## src/rtl/pause_timer_pkg.sv

```systemverilog
package pause_timer_pkg;

  typedef enum logic [1:0] {
    ST_IDLE = 2'd0,
    ST_MIN  = 2'd1,
    ST_RUN  = 2'd2
  } pause_state_t;

  function automatic int unsigned granule_cycles(input int unsigned shift);
    return 32'd1 << shift;
  endfunction

endpackage

```

## src/rtl/pause_prescaler.sv

```systemverilog
module pause_prescaler #(
  parameter int GRAN_SHIFT = 3
) (
  input  logic clk,
  input  logic rst,
  input  logic clear,
  input  logic enable,
  output logic tick
);
  localparam int PW = (GRAN_SHIFT < 1) ? 1 : GRAN_SHIFT;
  localparam logic [PW-1:0] LAST = {PW{1'b1}};

  logic [PW-1:0] phase_q;

  generate
    if (GRAN_SHIFT == 0) begin : g_every_cycle
      assign tick = enable;
      always_ff @(posedge clk) phase_q <= '0;
    end else begin : g_divided
      assign tick = enable && (phase_q == LAST);
      always_ff @(posedge clk) begin
        if (rst || clear) begin
          phase_q <= '0;
        end else if (enable) begin
          phase_q <= phase_q + 1'b1;
        end
      end
    end
  endgenerate

endmodule

```

## src/rtl/pause_countdown.sv

```systemverilog
module pause_countdown #(
  parameter int CNT_W = 13
) (
  input  logic             clk,
  input  logic             rst,
  input  logic             load,
  input  logic [CNT_W-1:0] load_val,
  input  logic             dec,
  output logic             at_one
);
  logic [CNT_W-1:0] remain_q;

  always_ff @(posedge clk) begin
    if (rst) begin
      remain_q <= '0;
    end else if (load) begin
      remain_q <= load_val;
    end else if (dec && remain_q != '0) begin
      remain_q <= remain_q - 1'b1;
    end
  end

  assign at_one = (remain_q == {{(CNT_W-1){1'b0}}, 1'b1});

endmodule

```

## src/rtl/pause_ctrl.sv

```systemverilog
module pause_ctrl
  import pause_timer_pkg::*;
#(
  parameter bit DONE_EN = 1'b1
) (
  input  logic clk,
  input  logic rst,
  input  logic wr_en,
  input  logic trap_req,
  input  logic load_is_zero,
  input  logic tick,
  input  logic cnt_at_one,
  output logic load,
  output logic run_en,
  output logic stall,
  output logic done
);
  pause_state_t state_q, state_d;
  logic         stall_q, done_q, end_d;

  assign load   = wr_en && !trap_req;
  assign run_en = (state_q == ST_RUN) && !wr_en && !trap_req;

  always_comb begin
    state_d = state_q;
    end_d   = 1'b0;
    if (trap_req) begin
      if (state_q != ST_IDLE) begin
        state_d = ST_IDLE;
        end_d   = 1'b1;
      end
    end else if (wr_en) begin
      state_d = load_is_zero ? ST_MIN : ST_RUN;
    end else begin
      case (state_q)
        ST_MIN: begin
          state_d = ST_IDLE;
          end_d   = 1'b1;
        end
        ST_RUN: begin
          if (tick && cnt_at_one) begin
            state_d = ST_IDLE;
            end_d   = 1'b1;
          end
        end
        default: state_d = ST_IDLE;
      endcase
    end
  end

  always_ff @(posedge clk) begin
    if (rst) begin
      state_q <= ST_IDLE;
      stall_q <= 1'b0;
      done_q  <= 1'b0;
    end else begin
      state_q <= state_d;
      stall_q <= (state_d != ST_IDLE);
      done_q  <= end_d;
    end
  end

  assign stall = stall_q;

  generate
    if (DONE_EN) begin : g_done
      assign done = done_q;
    end else begin : g_no_done
      assign done = 1'b0;
    end
  endgenerate

endmodule

```

## src/rtl/pause_timer.sv

```systemverilog
module pause_timer #(
  parameter int DATA_W     = 16,
  parameter int GRAN_SHIFT = 3,
  parameter bit DONE_EN    = 1'b1
) (
  input  logic              clk,
  input  logic              rst,
  input  logic              wr_en,
  input  logic [DATA_W-1:0] wr_data,
  input  logic              trap_req,
  output logic              stall,
  output logic              done
);
  localparam int CNT_W = DATA_W - GRAN_SHIFT;

  logic [CNT_W-1:0] load_val;
  logic             load, run_en, tick, cnt_at_one;

  assign load_val = wr_data[DATA_W-1:GRAN_SHIFT];

  pause_ctrl #(.DONE_EN(DONE_EN)) ctrl_i (
    .clk          (clk),
    .rst          (rst),
    .wr_en        (wr_en),
    .trap_req     (trap_req),
    .load_is_zero (load_val == '0),
    .tick         (tick),
    .cnt_at_one   (cnt_at_one),
    .load         (load),
    .run_en       (run_en),
    .stall        (stall),
    .done         (done)
  );

  pause_prescaler #(.GRAN_SHIFT(GRAN_SHIFT)) presc_i (
    .clk    (clk),
    .rst    (rst),
    .clear  (load),
    .enable (run_en),
    .tick   (tick)
  );

  pause_countdown #(.CNT_W(CNT_W)) cnt_i (
    .clk      (clk),
    .rst      (rst),
    .load     (load),
    .load_val (load_val),
    .dec      (tick),
    .at_one   (cnt_at_one)
  );

endmodule

```

## config.mk

```make
export PLATFORM = sky130hd
export DESIGN_NAME = pause_timer
export DESIGN_NICKNAME = d
export VERILOG_FILES = /design/src/rtl/pause_timer_pkg.sv /design/src/rtl/pause_prescaler.sv /design/src/rtl/pause_countdown.sv /design/src/rtl/pause_ctrl.sv /design/src/rtl/pause_timer.sv
export SDC_FILE = /design/constraint.sdc
export NUM_CORES = 1
export LEC_CHECK = 0
export ABC_CLOCK_PERIOD_IN_PS = 2700
export BUFFER_PORTS_ARGS = -buffer_cell sky130_fd_sc_hd__buf_2
export CORE_MARGIN = 5
export CORE_UTILIZATION = 55
export DETAILED_ROUTE_END_ITERATION = 8
export PLACE_DENSITY_LB_ADDON = 0.08
export SETUP_SLACK_MARGIN = 0.2
export SYNTH_ARGS = -nofsm -noshare
export SYNTH_HDL_FRONTEND = slang
export SYNTH_SLANG_ARGS = --single-unit
export TNS_END_PERCENT = 10
```

## constraint.sdc

```tcl
create_clock -name clk -period 2.7 [get_ports clk]
set_input_delay 0.135 -clock clk [delete_from_list [all_inputs] [get_ports clk]]
set_output_delay 0.135 -clock clk [all_outputs]
set_load 0.005 [all_outputs]
```

==> results.sh <==
export IMPL_status="finished, final reports clean"
export IMPL_p_switching_uw=198.8
export IMPL_synthAdderAreaFrac_pct=7.326
export IMPL_cts_tree="yes"
export IMPL_row_count=18
export IMPL_grt_ovfl_total=0
export IMPL_drt_first_pass_iters=5
export IMPL_clockBufferDepth=2
export IMPL_yosysUniqueCellTypes=46
export IMPL_viasPerCell=6.564
export IMPL_worstSetupPathDepth=4
export IMPL_rsz0062_at_grt="no"
export IMPL_whs_path_depth=3
export IMPL_muxShareOfSynthArea_pct=0.7326
export IMPL_worstSkewPairLatency_ns=0.30
export IMPL_ys_seq_elements=20
export IMPL_hold_worst_slack_ns=0.09764
export IMPL_peakVddDrop_v=0.0002545
export IMPL_post_route_util_pct=61.21
export IMPL_syn_area_um2=1366
export IMPL_synth_net_count=189
export IMPL_seq_area_frac_synth_pct=29.30
export IMPL_clockRootBuffer="clkbuf_4"
export IMPL_routedWlPerCell_um=16.51
export IMPL_cp_slowest_cell="or4_1"
export IMPL_synth_top_family_by_area="simple AND/OR/NAND/NOR gates"
export IMPL_pre_cts_ws_ns=0.5546
export IMPL_grt_pass1_wl_um=5644
export IMPL_ant_nets=0
export IMPL_numPortBuffers=18
export IMPL_async_reset_ff_share_pct=0
export IMPL_slew_headroom_pct=56.62
export IMPL_crit_family="simple AND/OR/NAND/NOR gates"
export IMPL_gp_congestion=0.8704
export IMPL_setup_viol=0
export IMPL_ys_warn_count=0
export IMPL_num_vias=1339
export IMPL_pin_count=22
export IMPL_max_stage_delay_ns=0.76
export IMPL_hp_class="input pin to flop"
export IMPL_pwr_share_clk_pct=23.2
export IMPL_dp_hpwl_um=2530
export IMPL_grt_use_total_pct=20.53
export IMPL_critPathArrivalTime_ns=2.36
export IMPL_crit_chain="or4_1 -> or4_4 -> o311ai_2 -> a21oi_1"
export IMPL_p_sw_share_pct=32.21
export IMPL_cts_sinks=20
export IMPL_synthSimpleGateAreaFrac_pct=30.13
export IMPL_cts_inserted_buffers=3
export IMPL_synthXorXnorAreaFrac_pct=0
export IMPL_antenna_found_initial=0
export IMPL_grt_pass1_vias=1278
export IMPL_regToRegSetupSlack_ns=0.52
export IMPL_clock_skew_ns=0.005030
export IMPL_min_delay_start="wr_data[10]"
export IMPL_crit_fanout=9
export IMPL_max_freq_mhz=458.4
export IMPL_min_to="cnt_i.remain_q[7]$_SDFFE_PP0P_"
export IMPL_drt_wl_total_um=3369
export IMPL_power_internal_uw=418.5
export IMPL_end_kind="flop"
export IMPL_dieArea_um2=3581
export IMPL_synth_edf_count=0
export IMPL_worstPathRequired_ns=2.88
export IMPL_period_minus_slack_ns=2.181
export IMPL_grt_max_degree=22
export IMPL_path_buf_inv=0
export IMPL_pwr_density_cell_nw_per_um2=414.6
export IMPL_p_leak_nw=0.5603
export IMPL_syn_to_final_growth_pct=8.975
export IMPL_antennaDiodeCount=0
export IMPL_cts_setup_buffers=0
export IMPL_start_util_pct=56.17
export IMPL_seq_power_share_pct=52.5
export IMPL_cts_reportedPaths_clkPinSlew_ns=0.11
export IMPL_fin_crit_sh_pct=80.80
export IMPL_r2r_end="cnt_i.remain_q[8]$_SDFFE_PP0P_"
export IMPL_critPathLaunchType="flop"
export IMPL_crit_type="flop to flop"
export IMPL_reg2reg_depth=4
export IMPL_coreArea_um2=2432
export IMPL_hold_viol=0
export IMPL_avgSynthCellArea_um2=8.486
export IMPL_drc=0
export IMPL_power_frac_comb_pct=24.3
export IMPL_synth_compound_area_share_pct=27.20
export IMPL_finalMaxSlewViolations=0
export IMPL_synth_ff_type="dfxtp_1"
export IMPL_cts_htree_levels=1
export IMPL_maxCapViolCount=0
export IMPL_syn_instance_count=161
export IMPL_drtIter0Drc=129
export IMPL_nets=204
export IMPL_worst_slew_pin_slew_ns=0.6507
export IMPL_dieHeight_um=59.84
export IMPL_cts_hold_fix_buffers=0
export IMPL_tns_ns=0
export IMPL_post_cts_resized=0
export IMPL_die_x_um=59.84
export IMPL_r2r_start="cnt_i.remain_q[2]$_SDFFE_PP0P_"
export IMPL_fin_ws_ns=0.5185
export IMPL_drive_gt1_share_pct=21.26
-- cells in the final DEF, fill, tap and decap left out, types with 2 or more instances in the layout --
| cell | n |
|---|---|
| a311o_1 | 2 |
| nor2b_1 | 3 |
| and3_1 | 2 |
| a21oi_1 | 11 |
| or4_1 | 2 |
| or4_4 | 2 |
| o311ai_2 | 2 |
| or3_2 | 2 |
| a211oi_1 | 2 |
| buf_4 | 3 |
| dfxtp_1 | 20 |
| o211ai_1 | 6 |
| a22oi_1 | 2 |
| nand2_1 | 9 |
| a31oi_1 | 6 |
| nand3_1 | 5 |
| nor3b_1 | 2 |
| ha_1 | 8 |
| a32oi_1 | 4 |
| nor4_1 | 8 |
| inv_1 | 6 |
| a2111oi_2 | 2 |
| nor3_1 | 6 |
| nand2b_1 | 2 |
| buf_2 | 18 |
| a311oi_1 | 2 |
| o21ai_0 | 2 |
| clkbuf_4 | 3 |
| or2_2 | 2 |
| or3_1 | 2 |
| nor2_1 | 13 |
-- flip-flops by register name, indices dropped and copies added, names as in the netlist --
name	count
presc_i.phase_q	3
cnt_i.remain_q	13
ctrl_i.stall	1
ctrl_i.done	1
ctrl_i.state_q	2
-- worst reg2reg max path, delay by kind of cell (launching register included) --
kind	cells	cell delay, ns
flops	1	0.38
simple gates	2	1.34
compound gates	2	0.36
-- worst max path at each step --
stage / endpoint / slack (ns) / start
3_3_place_gp: cnt_i.remain_q[8]$_SDFFE_PP0P_ / 0.57 / cnt_i.remain_q[2]$_SDFFE_PP0P_
2_1_floorplan: cnt_i.remain_q[8]$_SDFFE_PP0P_ / 0.75 / cnt_i.remain_q[2]$_SDFFE_PP0P_
6_report: cnt_i.remain_q[8]$_SDFFE_PP0P_ / 0.52 / cnt_i.remain_q[2]$_SDFFE_PP0P_
3_5_place_dp: cnt_i.remain_q[8]$_SDFFE_PP0P_ / 0.55 / cnt_i.remain_q[2]$_SDFFE_PP0P_
4_1_cts: cnt_i.remain_q[8]$_SDFFE_PP0P_ / 0.54 / cnt_i.remain_q[2]$_SDFFE_PP0P_
5_1_grt: cnt_i.remain_q[0]$_SDFFE_PP0P_ / 0.34 / cnt_i.remain_q[0]$_SDFFE_PP0P_
-- per-stage QoR --
step	power, mW	instances	area (um^2)
floorplan	0.4393	161	1366
global placement	0.4737	201	1466
detailed placement	0.4778	201	1466
CTS	0.6222	204	1489
global route	0.6544	204	1489
finish	0.6173	204	1489
-- cells in the mapped netlist (3+ instances only) --
library cell / count / share of area, %
nor2b_1: 3 / 1.4
a31oi_1: 6 / 2.7
o211ai_1: 6 / 3.3
nor2_1: 13 / 3.6
inv_1: 6 / 1.6
clkbuf_1: 9 / 2.5
dfxtp_1: 20 / 29
a21oi_1: 11 / 4.0
nand3_1: 5 / 1.8
nor3_1: 6 / 2.2
a32oi_1: 4 / 2.6
nor4_1: 8 / 3.7
ha_1: 8 / 7.3
nand2_1: 9 / 2.5
-- layout make-up --
class                   count  area [um^2]
repair buffers             21        112.6
multi-input cells         124        893.4
fillers                   234        943.4
clock buffers               3        22.52
inverters                   6        22.52
well taps                  30        37.54
flip-flops and latches     20        400.4
-- power groups by stage --
stage	combinational (mW)	clock (mW)	sequential, mW
2_1_floorplan	0.116	0	0.324
3_3_place_gp	0.145	0	0.329
3_5_place_dp	0.148	0	0.330
4_1_cts	0.149	0.150	0.323
5_1_grt	0.166	0.162	0.326
6_report	0.150	0.143	0.324
-- logic make-up (layout without fill, tap and decap cells) --
family	after synthesis	in the layout
and+or+nand+nor	67	67
buffers and inverters	17	30
AOI/OAI and AO/OA	48	48
DFF	20	20
adders and majority gates	8	8
muxes	1	1
-- routing by layer --
metal	share of wire (%)	vias to the layer above	GRT usage [%]
met5	0	-	0
met4	0.59	0	8.544
met3	6.9	4	3.456
met2	49	54	33.64
met1	44	629	26.41
li1	-	652	-
No activity file was read; power rests on OpenSTA's default activity.
